==> config.mk <==
export PLATFORM = sky130hd
export DESIGN_NAME = bnb_bridge
export DESIGN_NICKNAME = d
export VERILOG_FILES = /design/src/rtl/bnb_pkg.sv /design/src/rtl/bnb_ctrl.sv /design/src/rtl/bnb_datapath.sv /design/src/rtl/bnb_bridge.sv
export SDC_FILE = /design/constraint.sdc
export NUM_CORES = 1
export LEC_CHECK = 0
export BUFFER_PORTS_ARGS = -buffer_cell sky130_fd_sc_hd__buf_2
export CORE_ASPECT_RATIO = 0.6
export CORE_MARGIN = 5
export CORE_UTILIZATION = 44
export DETAILED_ROUTE_END_ITERATION = 12
export PLACE_DENSITY = 0.79
export SLEW_MARGIN = 15
export SYNTH_ARGS = -nofsm -noshare
export SYNTH_HDL_FRONTEND = slang
export SYNTH_HIERARCHICAL = 1
export SYNTH_SLANG_ARGS = --single-unit
==> constraint.sdc <==
create_clock -name clk -period 2.2 [get_ports clk]
set_clock_uncertainty 0.1 [all_clocks]
set_input_delay 0.44 -clock clk [delete_from_list [all_inputs] [get_ports clk]]
set_output_delay 0.44 -clock clk [all_outputs]
set_load 0.01 [all_outputs]
==> src/rtl/bnb_pkg.sv <==
// Shared types for the byte-lane splitting bridge.
// Assumes a 16-bit requester and an 8-bit memory port (two lanes).
package bnb_pkg;
    typedef enum logic [1:0] {
        PH_IDLE = 2'd0,
        PH_LO   = 2'd1,
        PH_HI   = 2'd2,
        PH_DONE = 2'd3
    } phase_t;
endpackage

==> src/rtl/bnb_ctrl.sv <==
// Sequencer for the bridge. Accepts a request only while idle, runs the low
// lane cycle, then the high lane cycle for 16-bit requests, and raises a
// one-cycle ready pulse afterwards. Assumes word_q is valid from the cycle
// after acceptance.
module bnb_ctrl
    import bnb_pkg::*;
(
    input  logic clk,
    input  logic rst_n,
    input  logic cpu_valid,
    input  logic word_q,
    input  logic mem_ack,
    output logic take,
    output logic mem_req,
    output logic hi_lane,
    output logic cpu_ready
);
    phase_t ph;

    // Phase register: idle -> low lane -> (high lane) -> done -> idle
    always_ff @(posedge clk) begin
        if (!rst_n) begin
            ph <= PH_IDLE;
        end else begin
            case (ph)
                PH_IDLE: if (cpu_valid) ph <= PH_LO;
                PH_LO:   if (mem_ack) ph <= word_q ? PH_HI : PH_DONE;
                PH_HI:   if (mem_ack) ph <= PH_DONE;
                default: ph <= PH_IDLE;
            endcase
        end
    end

    // Decode of the phase into handshake and lane controls
    always_comb begin
        take      = (ph == PH_IDLE) && cpu_valid;
        mem_req   = (ph == PH_LO) || (ph == PH_HI);
        hi_lane   = (ph == PH_HI);
        cpu_ready = (ph == PH_DONE);
    end


    ready_pulse_chk: assert property (@(posedge clk) disable iff (!rst_n)
        cpu_ready |=> !cpu_ready);


    ready_after_ack_chk: assert property (@(posedge clk) disable iff (!rst_n)
        cpu_ready |-> $past(mem_req && mem_ack));


    idle_quiet_chk: assert property (@(posedge clk) disable iff (!rst_n)
        (ph == PH_IDLE && !cpu_valid) |=> !mem_req);
endmodule

==> src/rtl/bnb_datapath.sv <==
// Datapath for the bridge. Captures the request fields on acceptance, steers
// the current lane's address and write byte to memory, and assembles read
// bytes into their lanes. Assumes lane 0 is the low byte and is moved first.
module bnb_datapath #(
    parameter int ADDR_W = 8,
    parameter int MEM_W  = 8
) (
    input  logic                 clk,
    input  logic                 rst_n,
    input  logic                 take,
    input  logic                 mem_req,
    input  logic                 hi_lane,
    input  logic                 mem_ack,
    input  logic                 cpu_write,
    input  logic                 cpu_size,
    input  logic [ADDR_W-1:0]    cpu_addr,
    input  logic [2*MEM_W-1:0]   cpu_wdata,
    input  logic [MEM_W-1:0]     mem_rdata,
    output logic                 word_q,
    output logic                 mem_we,
    output logic [ADDR_W-1:0]    mem_addr,
    output logic [MEM_W-1:0]     mem_wdata,
    output logic [2*MEM_W-1:0]   cpu_rdata
);
    localparam int LANES = 2;

    logic [ADDR_W-1:0] addr_q;
    logic              write_q;
    logic [MEM_W-1:0]  wd_q [LANES];
    logic [MEM_W-1:0]  rd_q [LANES];

    // Request capture: address, size and direction at acceptance only
    always_ff @(posedge clk) begin
        if (!rst_n) begin
            addr_q  <= '0;
            write_q <= 1'b0;
            word_q  <= 1'b0;
        end else if (take) begin
            addr_q  <= cpu_addr;
            write_q <= cpu_write;
            word_q  <= cpu_size;
        end
    end

    for (genvar g = 0; g < LANES; g++) begin : g_lane
        // Write byte capture for this lane
        always_ff @(posedge clk) begin
            if (!rst_n) wd_q[g] <= '0;
            else if (take) wd_q[g] <= cpu_wdata[g*MEM_W +: MEM_W];
        end

        // Read byte capture for this lane; upper lanes clear on acceptance
        always_ff @(posedge clk) begin
            if (!rst_n) rd_q[g] <= '0;
            else if (mem_req && mem_ack && (hi_lane == (g != 0))) rd_q[g] <= mem_rdata;
            else if (take && g != 0) rd_q[g] <= '0;
        end

        assign cpu_rdata[g*MEM_W +: MEM_W] = rd_q[g];
    end

    // Lane steering toward memory; second address wraps at the top
    always_comb begin
        mem_addr  = addr_q + {{(ADDR_W-1){1'b0}}, hi_lane};
        mem_wdata = hi_lane ? wd_q[1] : wd_q[0];
        mem_we    = mem_req && write_q;
    end
endmodule

==> src/rtl/bnb_bridge.sv <==
// Top of the byte-lane splitting bridge. A 16-bit request becomes two
// little-endian byte cycles (low lane first); a byte request becomes one.
// Assumes the requester holds cpu_valid until cpu_ready and the memory holds
// mem_rdata valid with mem_ack.
module bnb_bridge #(
    parameter int ADDR_W = 8
) (
    input  logic              clk,
    input  logic              rst_n,
    input  logic              cpu_valid,
    input  logic              cpu_write,
    input  logic              cpu_size,
    input  logic [ADDR_W-1:0] cpu_addr,
    input  logic [15:0]       cpu_wdata,
    output logic              cpu_ready,
    output logic [15:0]       cpu_rdata,
    output logic              mem_req,
    output logic              mem_we,
    output logic [ADDR_W-1:0] mem_addr,
    output logic [7:0]        mem_wdata,
    input  logic [7:0]        mem_rdata,
    input  logic              mem_ack
);
    localparam int MEM_W = 8;
    localparam logic [ADDR_W-1:0] ADDR_ONE = {{(ADDR_W-1){1'b0}}, 1'b1};

    logic take;
    logic hi_lane;
    logic word_q;

    bnb_ctrl u_ctrl (
        .clk       (clk),
        .rst_n     (rst_n),
        .cpu_valid (cpu_valid),
        .word_q    (word_q),
        .mem_ack   (mem_ack),
        .take      (take),
        .mem_req   (mem_req),
        .hi_lane   (hi_lane),
        .cpu_ready (cpu_ready)
    );

    bnb_datapath #(.ADDR_W(ADDR_W), .MEM_W(MEM_W)) u_dp (
        .clk       (clk),
        .rst_n     (rst_n),
        .take      (take),
        .mem_req   (mem_req),
        .hi_lane   (hi_lane),
        .mem_ack   (mem_ack),
        .cpu_write (cpu_write),
        .cpu_size  (cpu_size),
        .cpu_addr  (cpu_addr),
        .cpu_wdata (cpu_wdata),
        .mem_rdata (mem_rdata),
        .word_q    (word_q),
        .mem_we    (mem_we),
        .mem_addr  (mem_addr),
        .mem_wdata (mem_wdata),
        .cpu_rdata (cpu_rdata)
    );


    stall_hold_chk: assert property (@(posedge clk) disable iff (!rst_n)
        (mem_req && !mem_ack) |=> (mem_req && $stable(mem_addr) && $stable(mem_we) && $stable(mem_wdata)));


    next_addr_chk: assert property (@(posedge clk) disable iff (!rst_n)
        (mem_req && mem_ack && !hi_lane && word_q) |=> (mem_req && mem_addr == $past(mem_addr) + ADDR_ONE));


    byte_single_chk: assert property (@(posedge clk) disable iff (!rst_n)
        (mem_req && mem_ack && !hi_lane && !word_q) |=> !mem_req);
endmodule

After elaboration in Yosys (flattened, before gate mapping)
Memory sizes are Yosys's and may differ from the RTL's.
Cells that the tools add are included.
{"block": "classes", "n_addsub": 1, "muxes": 24, "n_eq_ne": 6, "reduce_logical": 8, "bitwise_logic": 6}
{"cell": "8-bit 2-to-1 mux", "count": 6}
{"cell": "1-bit 2-to-1 mux", "count": 14}
{"cell": "8-bit by 1-bit adder with 8-bit output", "count": 1}
{"cell": "2-bit 2-to-1 mux", "count": 3}
{"cell": "2-bit != test, second input constant", "count": 3}
{"cell": "2-bit case mux with 3 select lines", "count": 1}
{"cell": "1-bit logical AND", "count": 5}
{"cell": "1-bit bitwise OR", "count": 5}
{"cell": "2-bit equality test, second input constant", "count": 2}
{"cell": "3-bit AND reduction", "count": 1}
{"cell": "2-bit by 1-bit equality test with 1-bit output, second input constant", "count": 1}
{"cell": "2-bit zero test", "count": 1}
{"cell": "1-bit logical OR", "count": 1}
{"cell": "1-bit NOT", "count": 1}
{"block": "totals", "ramBits": 32, "n_memories": 2, "input_bits": 38, "register_bits": 12, "wordCells": 51}
{"memory": "u_dp.rd_q", "depth": 2, "width": 8, "read_ports": 2, "rd_clocked_by_memory_dff": 0, "wr": 2, "line_no": "bnb_datapath.sv:30", "source": "logic [MEM_W-1:0] rd_q [LANES];"}
{"memory": "u_dp.wd_q", "depth": 2, "width": 8, "read_ports": 2, "rd_clocked_by_memory_dff": 0, "wr": 2, "line_no": "bnb_datapath.sv:29", "source": "logic [MEM_W-1:0] wd_q [LANES];"}

Depth between registers and ports, before layout
Gate-level depths: netlist (run 1).
{"block": "logic_depth", "ltp_word": 9, "ltp_mapped": 7}

Modules after synthesis
The synthesis (run 1) kept the hierarchy.
{"module": "bnb_datapath", "area_per_inst_um2": 1839.3, "cells_per_inst": 131, "seq_area_each_um2": 1161.1, "n_inst": 1}
{"module": "bnb_ctrl", "area_per_inst_um2": 187.7, "cells_per_inst": 21, "seq_area_each_um2": 40.0, "n_inst": 1}

Least setup slack after synthesis (run 1)
No wires, ideal clock.
{"block": "synth_timing", "path_kind": "register to register", "start": "register u_ctrl.ph[0]", "end": "memory u_dp.rd_q[1][0], enable pin", "required_ps": 1838, "stages_incl_launch_ff": 7, "slack_ps": 93, "synth_period_minus_slack_ps": 2107, "n_path_buf": 1, "t_arrival_ps": 1745, "path_cell_list": "dfxtp_1 > inv_1 > ha_1 > and2_2 > buf_6 > nand2b_1 > a31o_2"}
{"element": "start, declared", "line_no": "bnb_ctrl.sv:18", "source": "phase_t ph;"}
{"element": "start signal, assigned", "line_no": "bnb_ctrl.sv:27", "source": "PH_LO: if (mem_ack) ph <= word_q ? PH_HI : PH_DONE;"}
{"element": "end, declared", "line_no": "bnb_datapath.sv:30"}

Final worst setup path (run 1)
{"block": "layout_timing", "start": "register u_ctrl.ph[0]", "end": "output port mem_addr[7]"}
{"block": "layout_via", "elab_chain_cells": 2}
{"element": "2-bit equality test", "line_no": "bnb_ctrl.sv:38", "source": "hi_lane = (ph == PH_HI);"}
{"element": "via hi_lane", "line_no": "bnb_bridge.sv:28", "source": "logic hi_lane;"}
{"element": "8-bit by 1-bit adder with 8-bit output", "line_no": "bnb_datapath.sv:64", "source": "mem_addr = addr_q + {{(ADDR_W-1){1'b0}}, hi_lane};"}
{"element": "end, declared", "line_no": "bnb_bridge.sv:19", "source": "output logic [ADDR_W-1:0] mem_addr,"}
The timed path passes the listed nets, and every way through them passes these cells.

==> results.yml, run 1 <==
layout:
  final_cell_count_no_fill: 295
  final_nets: 276
  antennaDiodeCount: 0
  syn_to_final_growth_pct: 30.74
  drive_gt1_frac: 0.4655
yosys:
  synth_top_cell_area_share: 0.4741
  syn-num-nets: 197
  synth_cells: 152
  yosysWarnings: 6
  yosys-top-cells-area: "edfxtp_1, dfxtp_1, mux2i_1, and3_1, and2_1"
  yosysTopAreaCell: "edfxtp_1"
  yosysSeqAreaShare: 0.5926
  ys_ff_latch: 44
  syn_avg_cell_area_um2: 13.34
  yosysUniqueCellTypes: 26
  syn_area_mm2: 0.002027
pwr:
  p_per_area_mw_per_mm2: 1076
  ir_worst_vdd_v: 0.0007226
  power.leakage_nw: 1.233
timing:
  final-setup-viol-count: 0
  setup_slack_ns: 0.02623
  fin_crit_sh: 0.9881
  fin_crit_ns: 2.174
  rsz0062_at_grt: "yes"
  slew_headroom: 0.8028
  max_freq_mhz: 460.0
  timing.final.hold_violations: 0
  maxSlewViolCount: 0
  worstMarginPinSlew_ns: 0.2955
clock_network:
  cts_tree: "built"
  cts_buffers: 5
  clkTransAtPathRegs_ns: 0.08
  htreeDepth: 2
  cts_sinks: 44
  clk-insertion-delay-late_ns: 0.29
  cts_buffer_depth: 2
  cts-root-buf: "clkbuf_8"
placed_design:
  io_buffers: 72
  gp_congestion: 0.7577
  post-place-ws_ns: 0.1152
  hpwlAfterDp_mm: 3.290
  place_inst: 285
setup_path:
  worst-path-buf-inv: 2
  r2r_start: "u_ctrl/ph[0]"
  crit_fanout: 4
  crit_slowest_cell: "dfxtp_4"
  crit_start: "u_ctrl/ph[0]"
  cp_common_cell: "ha_4"
  cp-end-kind: "primary output"
  path_cells: "inv_4 > ha_4 > ha_4 > and3_4 > nand3_4 > xnor2_2 > buf_2"
  cp_data_required_time_ns: 1.66
  worstPathArrival_ns: 1.63
  slowest_delay_ns: 0.37
  critPathKind: "reg -> out"
  cp-start-kind: "flop"
  crit_family: "flip-flops"
drt:
  drt_first_iter_violations: 67
  drtAntennaViolNets: 0
  firstDrtPassIters: 4
  drc_errors: 0
  via_per_inst: 4.783
  wl_mm: 4.392
  vias: 1411
  wl_per_cell_um: 14.89
global_routing:
  grt_pass1_vias: 1394
  antenna_found_initial: 0
  grt_overflow: 0
  grt_max_degree: 27
  grt_util_all_layers: 0.1479
  grt_first_pass_wirelength_mm: 6.982
die:
  dieHeight_um: 62.58
  start_util: 0.4488
  die_w_um: 97.63
  io_pins: 73
  dieArea_mm2: 0.006109
  row_count: 19
  core_mm2: 0.004517
worst_hold_path:
  hold_class: "in -> reg"
  hp-start: "cpu_addr[7]"
status:
  outcome: "completed"
job:
  drv_cap: 0
where the power goes:
group	leakage, nW	switching (mW)	internal (mW)
Sequential	0.443	0.101	1.13
Clock	0.0558	0.276	0.336
Combinational	0.734	0.539	0.467
Total	1.23	0.917	1.94
worst min-delay path, delay by kind of cell:
| kind | cells | cell delay, ns |
|---|---|---|
| buf+inv | 1 | 0.08 |
| simple gates | 1 | 0.09 |
| mux | 1 | 0.06 |
cells by family after synthesis:
group,synth area share
fa+ha+maj,0.04321
mux,0.1037
compound gates,0.01728
simple gates,0.1852
buf+inv,0.03210
flops,0.5926
xor+xnor,0.02593
path summary, 6_finish.rpt:
path,to,slack (ns),cells past startpoint
worst max-delay path,mem_addr[7],0.03,7
worst max register to register,u_dp/rd_q[0][4],0.39,6
worst min-delay path,u_dp/addr_q[7],0.30,3
worst min register to register,u_ctrl/ph[0],0.42,2
Yosys cell counts:
library cell  number
a31o_2             1
and2_1            17
and2_2             1
and3_1            18
and4_1             1
buf_2              4
buf_4              1
buf_6              2
dfxtp_1           12
edfxtp_1          32
ha_1               7
inv_1              4
mux2_2             8
mux2i_1           12
nand2_1            3
nand2_2            1
nand2b_1           1
nand3_1            5
nor2_1             1
nor2b_1           11
nor3b_4            1
o21ai_0            1
o22ai_2            1
o311ai_1           1
xnor2_1            5
xor2_1             1
routing by layer:
layer | vias up | global-route usage | share of wire | wire length [µm]
li1 | 700 | - | - | -
met1 | 651 | 0.1983 | 0.46 | 2032
met2 | 52 | 0.2142 | 0.44 | 1932
met3 | 8 | 0.05574 | 0.082 | 359
met4 | 0 | 0.06218 | 0.015 | 68
met5 | - | 0 | 0 | 0
state kept, by name (all words and copies together) (netlist names):
signal / cells
u_dp/addr_q: 8
u_dp/write_q: 1
u_dp/wd_q: 16
u_dp/rd_q: 16
u_ctrl/ph: 2
u_dp/word_q: 1
cell type report:
| class | count | area (µm²) |
|---|---|---|
| clock buffer | 5 | 68.82 |
| clock inverter | 3 | 42.54 |
| fill | 388 | 1867 |
| inverter | 4 | 17.52 |
| multi-input combinational | 97 | 823.3 |
| sequential | 44 | 1206 |
| tap | 63 | 78.83 |
| timing repair buffer | 79 | 412.9 |
through the flow:
| step | instance area [µm²] | hold slack [ns] | utilization | power [mW] | setup TNS, ns |
|---|---|---|---|---|---|
| 2_1_floorplan | 2027 | 0.3725 | - | 1.864 | 0 |
| 3_3_place_gp | 2454 | 0.3983 | 0.5432 | 2.167 | 0 |
| 3_5_place_dp | 2454 | 0.3979 | 0.5432 | 2.203 | 0 |
| 4_1_cts | 2613 | 0.2931 | 0.5784 | 2.856 | 0 |
| 5_1_grt | 2650 | 0.2867 | 0.5867 | 3.048 | -0.2997 |
| 6_report | 2650 | 0.3036 | 0.5867 | 2.852 | 0 |
placed cells by master, fill, tap and decap left out, types with 4 or more instances in the layout:
cell,Yosys,layout
and2_1,17,17
and3_1,18,17
buf_2,4,72
buf_4,1,7
clkbuf_8,0,5
dfxtp_1,12,10
edfxtp_1,32,32
ha_1,7,4
mux2_2,8,8
mux2i_1,12,12
nand3_1,5,4
nor2b_1,11,11
xnor2_1,5,4
timing repair:
item,CTS,global route
hold buffers,0,0
pin swaps,1,2
setup buffers,1,1
gates resized for setup,9,6
setup endpoints to repair,15,11
gates cloned,0,0
Note: power is estimated with default switching activity, not from simulation.
==> run 2, diff against run 1 <==
--- a/config.mk
+++ b/config.mk
@@ -9,7 +9,10 @@
 export CORE_ASPECT_RATIO = 0.6
 export CORE_MARGIN = 5
 export CORE_UTILIZATION = 44
+export CTS_CLUSTER_DIAMETER = 150
 export DETAILED_ROUTE_END_ITERATION = 12
+export HOLD_SLACK_MARGIN = 0.05
+export MAX_ROUTING_LAYER = met4
 export PLACE_DENSITY = 0.79
 export SLEW_MARGIN = 15
 export SYNTH_ARGS = -nofsm -noshare
==> run 2 against run 1 <==
Net effect: power is 0.17% lower; combinational power hardly changed; cell count stayed put; highest routed layer unchanged; sequential power hardly changed; clock-buffer cell count stayed put; non-clock buffer count stayed put; flip-flop and latch count stayed put; critical path depth stayed put.
==> results.yml, run 2 (same netlist as run 1, synthesis figures left out) <==
placed_design:
  post-place-ws_ns: 0.1152
  hpwlAfterDp_mm: 3.290
  io_buffers: 72
  gp_congestion: 0.7676
  place_inst: 285
timing:
  fin_hold_ws_ns: 0.3035
  rsz0062_at_grt: "yes"
  max_freq_mhz: 459.8
  setup_slack_ns: 0.02531
  maxSlewViolCount: 0
  final-setup-viol-count: 0
  timing.final.hold_violations: 0
  slew_headroom: 0.7987
  fin_crit_ns: 2.175
  worstMarginPinSlew_ns: 0.3016
  fin_crit_sh: 0.9885
status:
  outcome: "completed"
worst_hold_path:
  hold_class: "in -> reg"
layout:
  final_common_cell: "buf_2"
  drive_gt1_frac: 0.4655
  antennaDiodeCount: 0
  layout_common_cells: "buf_2, edfxtp_1, and3_1, and2_1, mux2i_1"
  largestRegisters: "u_dp/rd_q x16, u_dp/wd_q x16, u_dp/addr_q x8"
  final_cell_count_no_fill: 295
  final_nets: 276
  syn_to_final_growth_pct: 30.74
  finish.utilization: 0.5867
drt:
  drtAntennaViolNets: 0
  vias: 1405
  via_per_inst: 4.763
  drc_errors: 0
  wl_per_cell_um: 14.80
  drt_first_iter_violations: 70
  firstDrtPassIters: 4
  wl_mm: 4.365
setup_path:
  path_cells: "inv_4 > ha_4 > ha_4 > and3_4 > nand3_4 > xnor2_2 > buf_2"
  worst-path-buf-inv: 2
  cp_data_required_time_ns: 1.66
  cp_common_cell: "ha_4"
  cp-end-kind: "primary output"
  cp-start-kind: "flop"
  crit_fanout: 4
  worstPathArrival_ns: 1.63
  crit_slowest_cell: "dfxtp_4"
  slowest_delay_ns: 0.37
  critPathKind: "reg -> out"
  crit_family: "flip-flops"
global_routing:
  antenna_found_initial: 0
  grt_first_pass_wirelength_mm: 6.982
  grt_max_degree: 27
  grt_util_all_layers: 0.1524
  grt_overflow: 0
  grt_pass1_vias: 1391
clock_network:
  cts_tree: "built"
  cts_buffer_depth: 2
  clkTransAtPathRegs_ns: 0.08
  cts_buffers: 5
  ctsHoldBuffers: 0
  cts-root-buf: "clkbuf_8"
  cts_sinks: 44
  clk-insertion-delay-late_ns: 0.29
  htreeDepth: 2
die:
  row_count: 19
  io_pins: 73
  dieHeight_um: 62.58
  dieArea_mm2: 0.006109
  die_w_um: 97.63
  start_util: 0.4488
  core_mm2: 0.004517
job:
  drv_cap: 0
pwr:
  power.leakage_nw: 1.233
  finalPower_mw: 2.847
  p_per_area_mw_per_mm2: 1074
  ir_worst_vdd_v: 0.0007221
-- run 2: final timing paths --
check | from | endpoint | slack [ns] | depth (start not counted)
worst max register to register | u_ctrl/ph[0] | u_dp/rd_q[0][4] | 0.39 | 6
worst max-delay path | u_ctrl/ph[0] | mem_addr[7] | 0.03 | 7
worst min register to register | u_ctrl/ph[0] | u_ctrl/ph[0] | 0.42 | 2
worst min-delay path | cpu_addr[7] | u_dp/addr_q[7] | 0.30 | 3
-- run 2: area by class of cell --
cell class,instances,area [µm²]
Fill cell,388,1867
Sequential cell,44,1206
Multi-Input combinational cell,97,823.3
Timing Repair Buffer,79,412.9
Tap cell,63,78.83
Clock buffer,5,68.82
Clock inverter,3,42.54
Inverter,4,17.52
-- run 2: layer usage --
metal / track usage / vias up / wire length [µm]
met5: - / - / 0
met3: 0.04794 / 8 / 284
met4: 0.06218 / 0 / 68
li1: - / 698 / -
met2: 0.2142 / 46 / 1926
met1: 0.2039 / 653 / 2085
-- run 2: where the power goes --
part | total, mW | leakage, nW | internal, mW | switching (mW)
Sequential | 1.23 | 0.443 | 1.13 | 0.101
Clock | 0.608 | 0.0558 | 0.336 | 0.272
Combinational | 1.01 | 0.734 | 0.467 | 0.539
-- run 2: repair_timing --
item,in CTS,in global routing
resized for setup,9,6
hold endpoints to repair,0,0
setup buffers,1,1
setup endpoints to repair,15,11
pin swaps,1,2
-- run 2: per-stage QoR --
| step | setup TNS (ns) | cell area (µm²) |
|---|---|---|
| 4_1_cts | 0 | 2613 |
| 6_report | 0 | 2650 |
| 2_1_floorplan | 0 | 2027 |
| 3_3_place_gp | 0 | 2454 |
| 5_1_grt | -0.2998 | 2650 |
| 3_5_place_dp | 0 | 2454 |
-- run 2: worst register-to-register path, delay by kind of cell (launching register included) --
kind / cells / cell delay (ns)
AND/OR/NAND/NOR: 3 / 0.63
flip-flops: 1 / 0.38
adder cells (fa/ha/maj): 1 / 0.40
buffers and inverters: 2 / 0.18
==> run 3, diff against run 2 <==
--- a/config.mk
+++ b/config.mk
@@ -11,6 +11,7 @@
 export CORE_UTILIZATION = 44
 export CTS_CLUSTER_DIAMETER = 150
 export DETAILED_ROUTE_END_ITERATION = 12
+export GPL_TIMING_DRIVEN = 0
 export HOLD_SLACK_MARGIN = 0.05
 export MAX_ROUTING_LAYER = met4
 export PLACE_DENSITY = 0.79
==> run 3 against run 2 <==
Net effect: combinational power hardly changed; first-iteration DRC count rose by 1.4%; setup slack improved by 0.0091 ns; sequential power about the same; highest routed layer unchanged.
==> results.yml, run 3 (same netlist as run 1, synthesis figures left out) <==
status:
  outcome: "completed"
global_routing:
  grt_max_degree: 18
  antenna_found_initial: 0
  grt_first_pass_wirelength_mm: 7.465
  grt_overflow: 0
  grt_util_all_layers: 0.1610
  grt_pass1_vias: 1525
setup_path:
  path_cells: "inv_4 > ha_4 > ha_4 > ha_4 > nand3_2 > xnor2_1 > buf_2"
  worstPathArrival_ns: 1.63
  r2r_start: "u_ctrl/ph[1]"
  crit_slowest_cell: "dfxtp_4"
  cp_common_cell: "ha_4"
  rrSetupSlack_ns: 0.13
  rr_endpoint: "u_dp/rd_q[0][3]"
  worst-path-buf-inv: 2
  r2r_cells: 4
  cp-start-kind: "flop"
  crit_family: "adder cells"
  crit_start: "u_ctrl/ph[0]"
  crit_cells: 7
  cp-end-kind: "primary output"
  crit_fanout: 4
  crit_end: "mem_addr[6]"
  cp_data_required_time_ns: 1.66
  critPathKind: "reg -> out"
  slowest_delay_ns: 0.37
layout:
  syn_to_final_growth_pct: 30.62
  multi_input_area_um2: 815.8
  final_nets: 277
  final_common_cell: "buf_2"
  fill_cells: 401
  antennaDiodeCount: 0
  regArea_mm2: 0.001206
  drive_gt1_frac: 0.4678
  final_cell_area_mm2: 0.002648
  finish.utilization: 0.5862
  largestRegisters: "u_dp/rd_q x16, u_dp/wd_q x16, u_dp/addr_q x8"
  layout_common_cells: "buf_2, edfxtp_1, and3_1"
  final_cell_count_no_fill: 296
pwr:
  power.leakage_nw: 1.236
  ir_worst_vdd_v: 0.0005392
  p_per_area_mw_per_mm2: 1084
timing:
  fin_crit_ns: 2.166
  max_freq_mhz: 461.8
  timing.final.hold_violations: 0
  maxSlewViolCount: 0
  slew_headroom: 0.4752
  setup_slack_ns: 0.03443
  rsz0062_at_grt: "yes"
  fin_setup_tns_ns: 0
  worstMarginPinSlew_ns: 0.7819
  final-setup-viol-count: 0
  fin_crit_sh: 0.9843
placed_design:
  placed_area_mm2: 0.002466
  post-place-ws_ns: -0.2491
  place_inst: 287
  hpwlAfterDp_mm: 3.438
  gp_congestion: 0.7136
  io_buffers: 72
die:
  die_w_um: 97.63
  dieArea_mm2: 0.006109
  dieHeight_um: 62.58
  start_util: 0.4488
  core_mm2: 0.004517
  io_pins: 73
  row_count: 19
clock_network:
  clk-insertion-delay-late_ns: 0.29
  cts_sinks: 44
  clkTransAtPathRegs_ns: 0.08
  cts_buffer_depth: 2
  cts_buffers: 5
  cts-root-buf: "clkbuf_8"
  htreeDepth: 2
  cts_tree: "built"
  ctsHoldBuffers: 0
drt:
  wl_per_cell_um: 15.64
  drt_first_iter_violations: 71
  wl_mm: 4.630
  vias: 1438
  via_per_inst: 4.858
  firstDrtPassIters: 4
  drc_errors: 0
  drtAntennaViolNets: 0
job:
  drv_cap: 0
worst_hold_path:
  hold_class: "in -> reg"
[run 3: cell types whose count changed in the layout (fill, tap and decap cells not counted), moves of 2 or more]
cell	previous run	this run
buf_4	7	2
buf_6	0	2
nand3_2	0	2
buf_2	72	76
[run 3: area by class of cell]
class / count / area share
Multi-Input combinational cell: 97 / 0.3081
Timing Repair Buffer: 73 / 0.1389
Tap cell: 63 / 0.02977
Sequential cell: 44 / 0.4556
Clock inverter: 3 / 0.01607
Buffer: 7 / 0.01890
Inverter: 4 / 0.006616
Clock buffer: 5 / 0.02599
[run 3: how the worst min path moves through the flow]
stage / from / to / slack [ns] / depth (start not counted)
floorplan: u_ctrl/ph[0] / u_ctrl/ph[0] / 0.37 / 2
global placement: u_dp/write_q / u_dp/write_q / 0.39 / 2
detailed placement: u_dp/write_q / u_dp/write_q / 0.41 / 2
CTS: cpu_write / u_dp/write_q / 0.30 / 3
global route: cpu_addr[6] / u_dp/addr_q[6] / 0.31 / 3
finish: cpu_write / u_dp/write_q / 0.30 / 3
[run 3: tightest hold or removal path: stages]
cell	delay, ns
buf_2	0.07
mux2i_1	0.05
nor2b_1	0.09
[run 3: metal layers]
layer,up-vias,share of wire,global-route usage
li1,698,-,-
met1,690,0.47,0.2006
met2,45,0.46,0.2551
met3,5,0.069,0.04905
met4,0,0.0089,0.04663
met5,-,0,-
[run 3: report_power, final]
part           leakage (nW)  internal, mW  switching, mW
clock                0.0558         0.336          0.278
combinational         0.738         0.475          0.544
sequential            0.443          1.13          0.104
total                  1.24          1.94          0.925
[run 3: timing repair]
item,in CTS,in global routing
hold endpoints to repair,0,0
pin swaps,0,2
gates resized for setup,10,6
setup endpoints to repair,31,11
setup buffers,1,0
[run 3: per-stage QoR]
step                hold slack [ns]  power, mW
CTS                          0.2974      2.880
global placement             0.3929      2.186
detailed placement           0.4095      2.221
finish                       0.3041      2.870
global route                 0.3129      3.035
floorplan                    0.3725      1.864
